==> config.mk <==
export PLATFORM = sky130hd
export DESIGN_NAME = pwm_chopper
export DESIGN_NICKNAME = d
export VERILOG_FILES = /design/src/rtl/chop_pkg.sv /design/src/rtl/chop_timer.sv /design/src/rtl/chop_seq.sv /design/src/rtl/chop_gate_map.sv /design/src/rtl/pwm_chopper.sv
export SDC_FILE = /design/constraint.sdc
export NUM_CORES = 1
export LEC_CHECK = 0
export BUFFER_PORTS_ARGS = -buffer_cell sky130_fd_sc_hd__buf_2
export CAP_MARGIN = 20
export CORE_MARGIN = 1.5
export CORE_UTILIZATION = 63
export CTS_CLUSTER_DIAMETER = 30
export DETAILED_ROUTE_END_ITERATION = 10
export PLACE_DENSITY = 0.82
export RECOVER_POWER = 100
export SLEW_MARGIN = 20
export SYNTH_ARGS = -nofsm -noshare
export SYNTH_HDL_FRONTEND = slang
export SYNTH_HIERARCHICAL = 1
export SYNTH_SLANG_ARGS = --single-unit
==> constraint.sdc <==
create_clock -name clk -period 3.9 [get_ports clk]
set_input_delay 0.78 -clock clk [delete_from_list [all_inputs] [get_ports clk]]
set_output_delay 0.78 -clock clk [all_outputs]
set_load 0.05 [all_outputs]
==> src/rtl/chop_pkg.sv <==
package chop_pkg;

  typedef enum logic [2:0] {
    ST_IDLE,
    ST_GAP,
    ST_BLANK,
    ST_ARMED,
    ST_FAST,
    ST_SLOW
  } chop_state_e;

  typedef struct packed {
    logic ah;
    logic al;
    logic bh;
    logic bl;
  } gate_t;

  localparam gate_t GATES_OFF = '{ah: 1'b0, al: 1'b0, bh: 1'b0, bl: 1'b0};

  // Diagonal drive: pol=1 pushes current from leg A to leg B.
  function automatic gate_t drive_pattern(input logic pol);
    gate_t g;
    g.ah = pol;
    g.bl = pol;
    g.bh = ~pol;
    g.al = ~pol;
    return g;
  endfunction

  // Synchronous slow decay: both low sides conduct.
  function automatic gate_t slow_pattern();
    return '{ah: 1'b0, al: 1'b1, bh: 1'b0, bl: 1'b1};
  endfunction

  // Cycles of slow decay within the off period.
  function automatic int slow_cycles(input int off_cyc, input int fast_cyc,
                                     input logic mixed);
    return mixed ? (off_cyc - fast_cyc) : off_cyc;
  endfunction

endpackage

==> src/rtl/chop_timer.sv <==
module chop_timer #(
  parameter int TW = 8
) (
  input  logic          clk,
  input  logic          rst_n,
  input  logic          load,
  input  logic [TW-1:0] load_val,
  output logic          done
);
  logic [TW-1:0] cnt_q;

  always_ff @(posedge clk or negedge rst_n) begin
    if (!rst_n)               cnt_q <= '0;
    else if (load)            cnt_q <= load_val;
    else if (cnt_q != '0)     cnt_q <= cnt_q - 1'b1;
  end

  assign done = (cnt_q == '0);
endmodule

==> src/rtl/chop_seq.sv <==
module chop_seq
  import chop_pkg::*;
#(
  parameter int BLANK_CYC = 100,
  parameter int OFF_CYC   = 3000,
  parameter int FAST_CYC  = 1000,
  parameter int DEAD_CYC  = 48,
  parameter int TW        = 12
) (
  input  logic          clk,
  input  logic          rst_n,
  input  logic          enable,
  input  logic          fault,
  input  logic          polarity,
  input  logic          trip,
  input  logic          decay_mixed,
  input  logic          tmr_done,
  output chop_state_e   state,
  output logic          pol_q,
  output logic          tmr_load,
  output logic [TW-1:0] tmr_val,
  output logic          halt,
  output logic          pol_change,
  output logic          trip_taken
);
  chop_state_e state_q, state_d, nxt_q, nxt_d;
  logic        mixed_q;

  localparam logic [TW-1:0] DEAD_V  = TW'(DEAD_CYC - 1);
  localparam logic [TW-1:0] BLANK_V = TW'(BLANK_CYC - 1);
  localparam logic [TW-1:0] FAST_V  = TW'(FAST_CYC - 1);
  localparam logic [TW-1:0] SLOWM_V = TW'(slow_cycles(OFF_CYC, FAST_CYC, 1'b1) - 1);
  localparam logic [TW-1:0] SLOWS_V = TW'(slow_cycles(OFF_CYC, FAST_CYC, 1'b0) - 1);

  assign halt       = ~enable | fault;
  assign pol_change = ~halt && (state_q != ST_IDLE) && (polarity != pol_q);
  assign trip_taken = ~halt && ~pol_change && (state_q == ST_ARMED) && trip;

  always_comb begin
    state_d  = state_q;
    nxt_d    = nxt_q;
    tmr_load = 1'b0;
    tmr_val  = DEAD_V;
    if (halt) begin
      state_d = ST_IDLE;
    end else if (pol_change) begin
      state_d  = ST_GAP;
      nxt_d    = ST_BLANK;
      tmr_load = 1'b1;
    end else begin
      unique case (state_q)
        ST_IDLE: begin
          state_d  = ST_GAP;
          nxt_d    = ST_BLANK;
          tmr_load = 1'b1;
        end
        ST_GAP: if (tmr_done) begin
          state_d  = nxt_q;
          tmr_load = 1'b1;
          unique case (nxt_q)
            ST_FAST: tmr_val = FAST_V;
            ST_SLOW: tmr_val = mixed_q ? SLOWM_V : SLOWS_V;
            default: tmr_val = BLANK_V;
          endcase
        end
        ST_BLANK: if (tmr_done) state_d = ST_ARMED;
        ST_ARMED: if (trip) begin
          state_d  = ST_GAP;
          nxt_d    = decay_mixed ? ST_FAST : ST_SLOW;
          tmr_load = 1'b1;
        end
        ST_FAST: if (tmr_done) begin
          state_d  = ST_GAP;
          nxt_d    = ST_SLOW;
          tmr_load = 1'b1;
        end
        ST_SLOW: if (tmr_done) begin
          state_d  = ST_GAP;
          nxt_d    = ST_BLANK;
          tmr_load = 1'b1;
        end
        default: state_d = ST_IDLE;
      endcase
    end
  end

  always_ff @(posedge clk or negedge rst_n) begin
    if (!rst_n) begin
      state_q <= ST_IDLE;
      nxt_q   <= ST_BLANK;
      pol_q   <= 1'b1;
      mixed_q <= 1'b0;
    end else begin
      state_q <= state_d;
      nxt_q   <= nxt_d;
      if (state_q == ST_IDLE || state_d == ST_IDLE || pol_change) pol_q <= polarity;
      if (trip_taken) mixed_q <= decay_mixed;
    end
  end

  assign state = state_q;
endmodule

==> src/rtl/chop_gate_map.sv <==
module chop_gate_map
  import chop_pkg::*;
(
  input  chop_state_e state,
  input  logic        pol_q,
  input  logic        halt,
  output gate_t       gates
);
  always_comb begin
    unique case (state)
      ST_BLANK, ST_ARMED: gates = drive_pattern(pol_q);
      ST_FAST:            gates = drive_pattern(~pol_q);
      ST_SLOW:            gates = slow_pattern();
      default:            gates = GATES_OFF;
    endcase
    if (halt) gates = GATES_OFF;
  end
endmodule

==> src/rtl/pwm_chopper.sv <==
module pwm_chopper
  import chop_pkg::*;
#(
  parameter int BLANK_CYC = 100,
  parameter int OFF_CYC   = 3000,
  parameter int FAST_CYC  = 1000,
  parameter int DEAD_CYC  = 48
) (
  input  logic clk,
  input  logic rst_n,
  input  logic enable,
  input  logic polarity,
  input  logic trip,
  input  logic decay_mixed,
  input  logic fault,
  output logic gate_ah,
  output logic gate_al,
  output logic gate_bh,
  output logic gate_bl
);
  localparam int MAX_A   = (BLANK_CYC > DEAD_CYC) ? BLANK_CYC : DEAD_CYC;
  localparam int MAX_LEN = (OFF_CYC > MAX_A) ? OFF_CYC : MAX_A;
  localparam int TW      = $clog2(MAX_LEN + 1) + 1;

  chop_state_e   state;
  logic          pol_q, tmr_load, tmr_done, halt, pol_change, trip_taken;
  logic [TW-1:0] tmr_val;
  gate_t         gates;

  chop_timer #(.TW(TW)) u_timer (
    .clk(clk), .rst_n(rst_n), .load(tmr_load), .load_val(tmr_val), .done(tmr_done)
  );

  chop_seq #(
    .BLANK_CYC(BLANK_CYC), .OFF_CYC(OFF_CYC), .FAST_CYC(FAST_CYC),
    .DEAD_CYC(DEAD_CYC), .TW(TW)
  ) u_seq (
    .clk(clk), .rst_n(rst_n), .enable(enable), .fault(fault),
    .polarity(polarity), .trip(trip), .decay_mixed(decay_mixed),
    .tmr_done(tmr_done), .state(state), .pol_q(pol_q),
    .tmr_load(tmr_load), .tmr_val(tmr_val), .halt(halt),
    .pol_change(pol_change), .trip_taken(trip_taken)
  );

  chop_gate_map u_map (
    .state(state), .pol_q(pol_q), .halt(halt), .gates(gates)
  );

  assign gate_ah = gates.ah;
  assign gate_al = gates.al;
  assign gate_bh = gates.bh;
  assign gate_bl = gates.bl;
endmodule

==> out/metrics.yaml <==
clock_latency_ps: 310
cts-buffers-inserted: 3
rsz0062_at_grt: "no"
path_max_fanout: 10
fp.dieW_um: 50.4
dpl_cell_area_sq_mm: 0.00143
setup_tns_ps: 0
die_y_um: 50.4
criticalPathCategory: "reg2reg"
core_area_sq_mm: 0.00204
fmax_mhz: 336
ant_nets: 0
initial_core_util_pct: 69.2
grt_usage_pct: 25.5
critPathLaunchType: "flip-flop"
crit_path_cell_trace: "nor4_1 -> nand4b_1 -> inv_1 -> nand2_1 -> or3_1 -> nor3_1 -> nand2_1 -> o311ai_0"
required_ps: 4090
gp_congestion: 0.893
dieArea_sq_mm: 0.00254
finClkSkew_ps: 15.9
slew_violations: 0
dr.pass1.iters: 5
num_vias: 1129
hold_violations: 0
antenna_found_initial: 0
syn_inst: 164
wl_per_cell_um: 14.5
cp.arrival_ps: 3160
crit_slowest_cell: "nor4_1"
cp_common_cell: "nand2_1"
overflow: 0
cts.clk_slew.worst_paths_ps: 120
setup_viol: 0
syn_avg_cell_area_sq_um: 8.61
nets: 177
synth_area_sq_mm: 0.00141
slowest_delay_ps: 690
dr.first_iter.drc_count: 35
yosys_warnings: 6
grt_max_degree: 22
wl_um: 2820
postCtsSetupBuffers: 0
num_rows: 16
stdcell_area_sq_mm: 0.00144
hpwl_um: 2120
diodes: 0
root_buffer: "clkbuf_4"
post_cts_resized: 0
first_global_vias: 1037
status: "finished clean"
ir_drop_mv: 0.346
cap_violations: 0
hold_path_class: "reg2reg"
finalPower_uw: 732
endpoint_kind: "flip-flop"
clock_path_buffers: 2
total_leakage_power_nw: 0.574
h-tree-depth: 1
grt_pass1_wl_um: 4840
max-slew-margin-rel_pct: 24.7
fin_crit_sh_pct: 76.2
clock-sinks: 21
io_buffers: 10
p_per_area_mw_per_mm2: 510
pin_count: 11
drc: 0
drive_gt1_share_pct: 12.0
cts_tree: "yes"
fin_crit_ps: 2970
ctsHoldBuffers: 0
post-route-util_pct: 70.3
worst_pin_slew_ps: 1130
syn2layout_area_growth_pct: 1.59
viasPerCell: 5.82
-- report_power, final --
part | leakage [nW] | switching, mW | internal, mW
registers | 0.270 | 0.0790 | 0.281
logic | 0.289 | 0.147 | 0.123
clock network | 0.0150 | 0.0626 | 0.0399
-- registers in the layout, summed over array words and instances, names as in the netlist --
register,count
u_seq/mixed_q,1
u_seq/nxt_q,3
u_seq/pol_q,1
u_seq/state,3
u_timer/cnt_q,13
-- layout make-up --
| type | instances | area (sq um) |
|---|---|---|
| inverter | 8 | 30.0 |
| timing repair buffer | 10 | 42.5 |
| multi-input combinational | 124 | 774 |
| tap | 27 | 33.8 |
| sequential | 21 | 528 |
| clock buffer | 4 | 26.3 |
| fill | 173 | 607 |
-- worst max-delay path, delay by kind of cell, from the launching register on --
family,cells,cell delay [ps]
AO/OA/AOI/OAI,1,110
buffers and inverters,1,350
flip-flops,1,430
AND/OR/NAND/NOR,6,1960
-- layout by cell type (no fill, tap or decap), types with 2 or more instances in the layout --
| master | instances |
|---|---|
| ha_1 | 2 |
| and2b_2 | 2 |
| inv_1 | 8 |
| nor2_1 | 11 |
| xor2_1 | 3 |
| or3_1 | 3 |
| mux2_2 | 2 |
| dfrtp_1 | 19 |
| nor4_1 | 4 |
| xnor2_1 | 9 |
| nand3b_1 | 3 |
| nor3_1 | 4 |
| nor3b_1 | 2 |
| nand3_1 | 8 |
| a31oi_1 | 3 |
| dfstp_2 | 2 |
| o311ai_0 | 2 |
| conb_1 | 3 |
| buf_2 | 4 |
| clkbuf_4 | 3 |
| nand2b_1 | 3 |
| o21ai_0 | 14 |
| a21oi_1 | 7 |
| nand2_1 | 20 |
| clkbuf_1 | 7 |
-- routing by layer --
metal,share of wire [%],GRT usage [%],routed length [um],vias up
li1,-,-,-,563
met1,48,36.2,1340,530
met5,0,0,0,-
met3,4.2,3.57,117,5
met2,47,39.7,1320,31
met4,1.5,9.46,42,0
-- worst paths after layout --
| check | startpoint | end | slack [ps] | cells past startpoint |
|---|---|---|---|---|
| max reg2reg | u_timer/cnt_q[5] | u_timer/cnt_q[4] | 930 | 8 |
| max | u_timer/cnt_q[5] | u_timer/cnt_q[4] | 930 | 8 |
| min in group asynchronous | rst_n | u_timer/cnt_q[1] | 650 | 1 |
| min reg2reg | u_seq/nxt_q[1] | u_seq/nxt_q[1] | 510 | 2 |
| max in group asynchronous | rst_n | u_timer/cnt_q[6] | 2560 | 1 |
| min | u_seq/nxt_q[1] | u_seq/nxt_q[1] | 510 | 2 |
-- through the flow --
step,setup WS [ps],cells,hold slack (ps)
after global placement,1440,190,485
after CTS,1320,194,416
after global routing,691,194,541
final,927,194,511
after floorplan,1360,165,467
after detailed placement,1340,190,492
(Power assumes the default switching activity.)
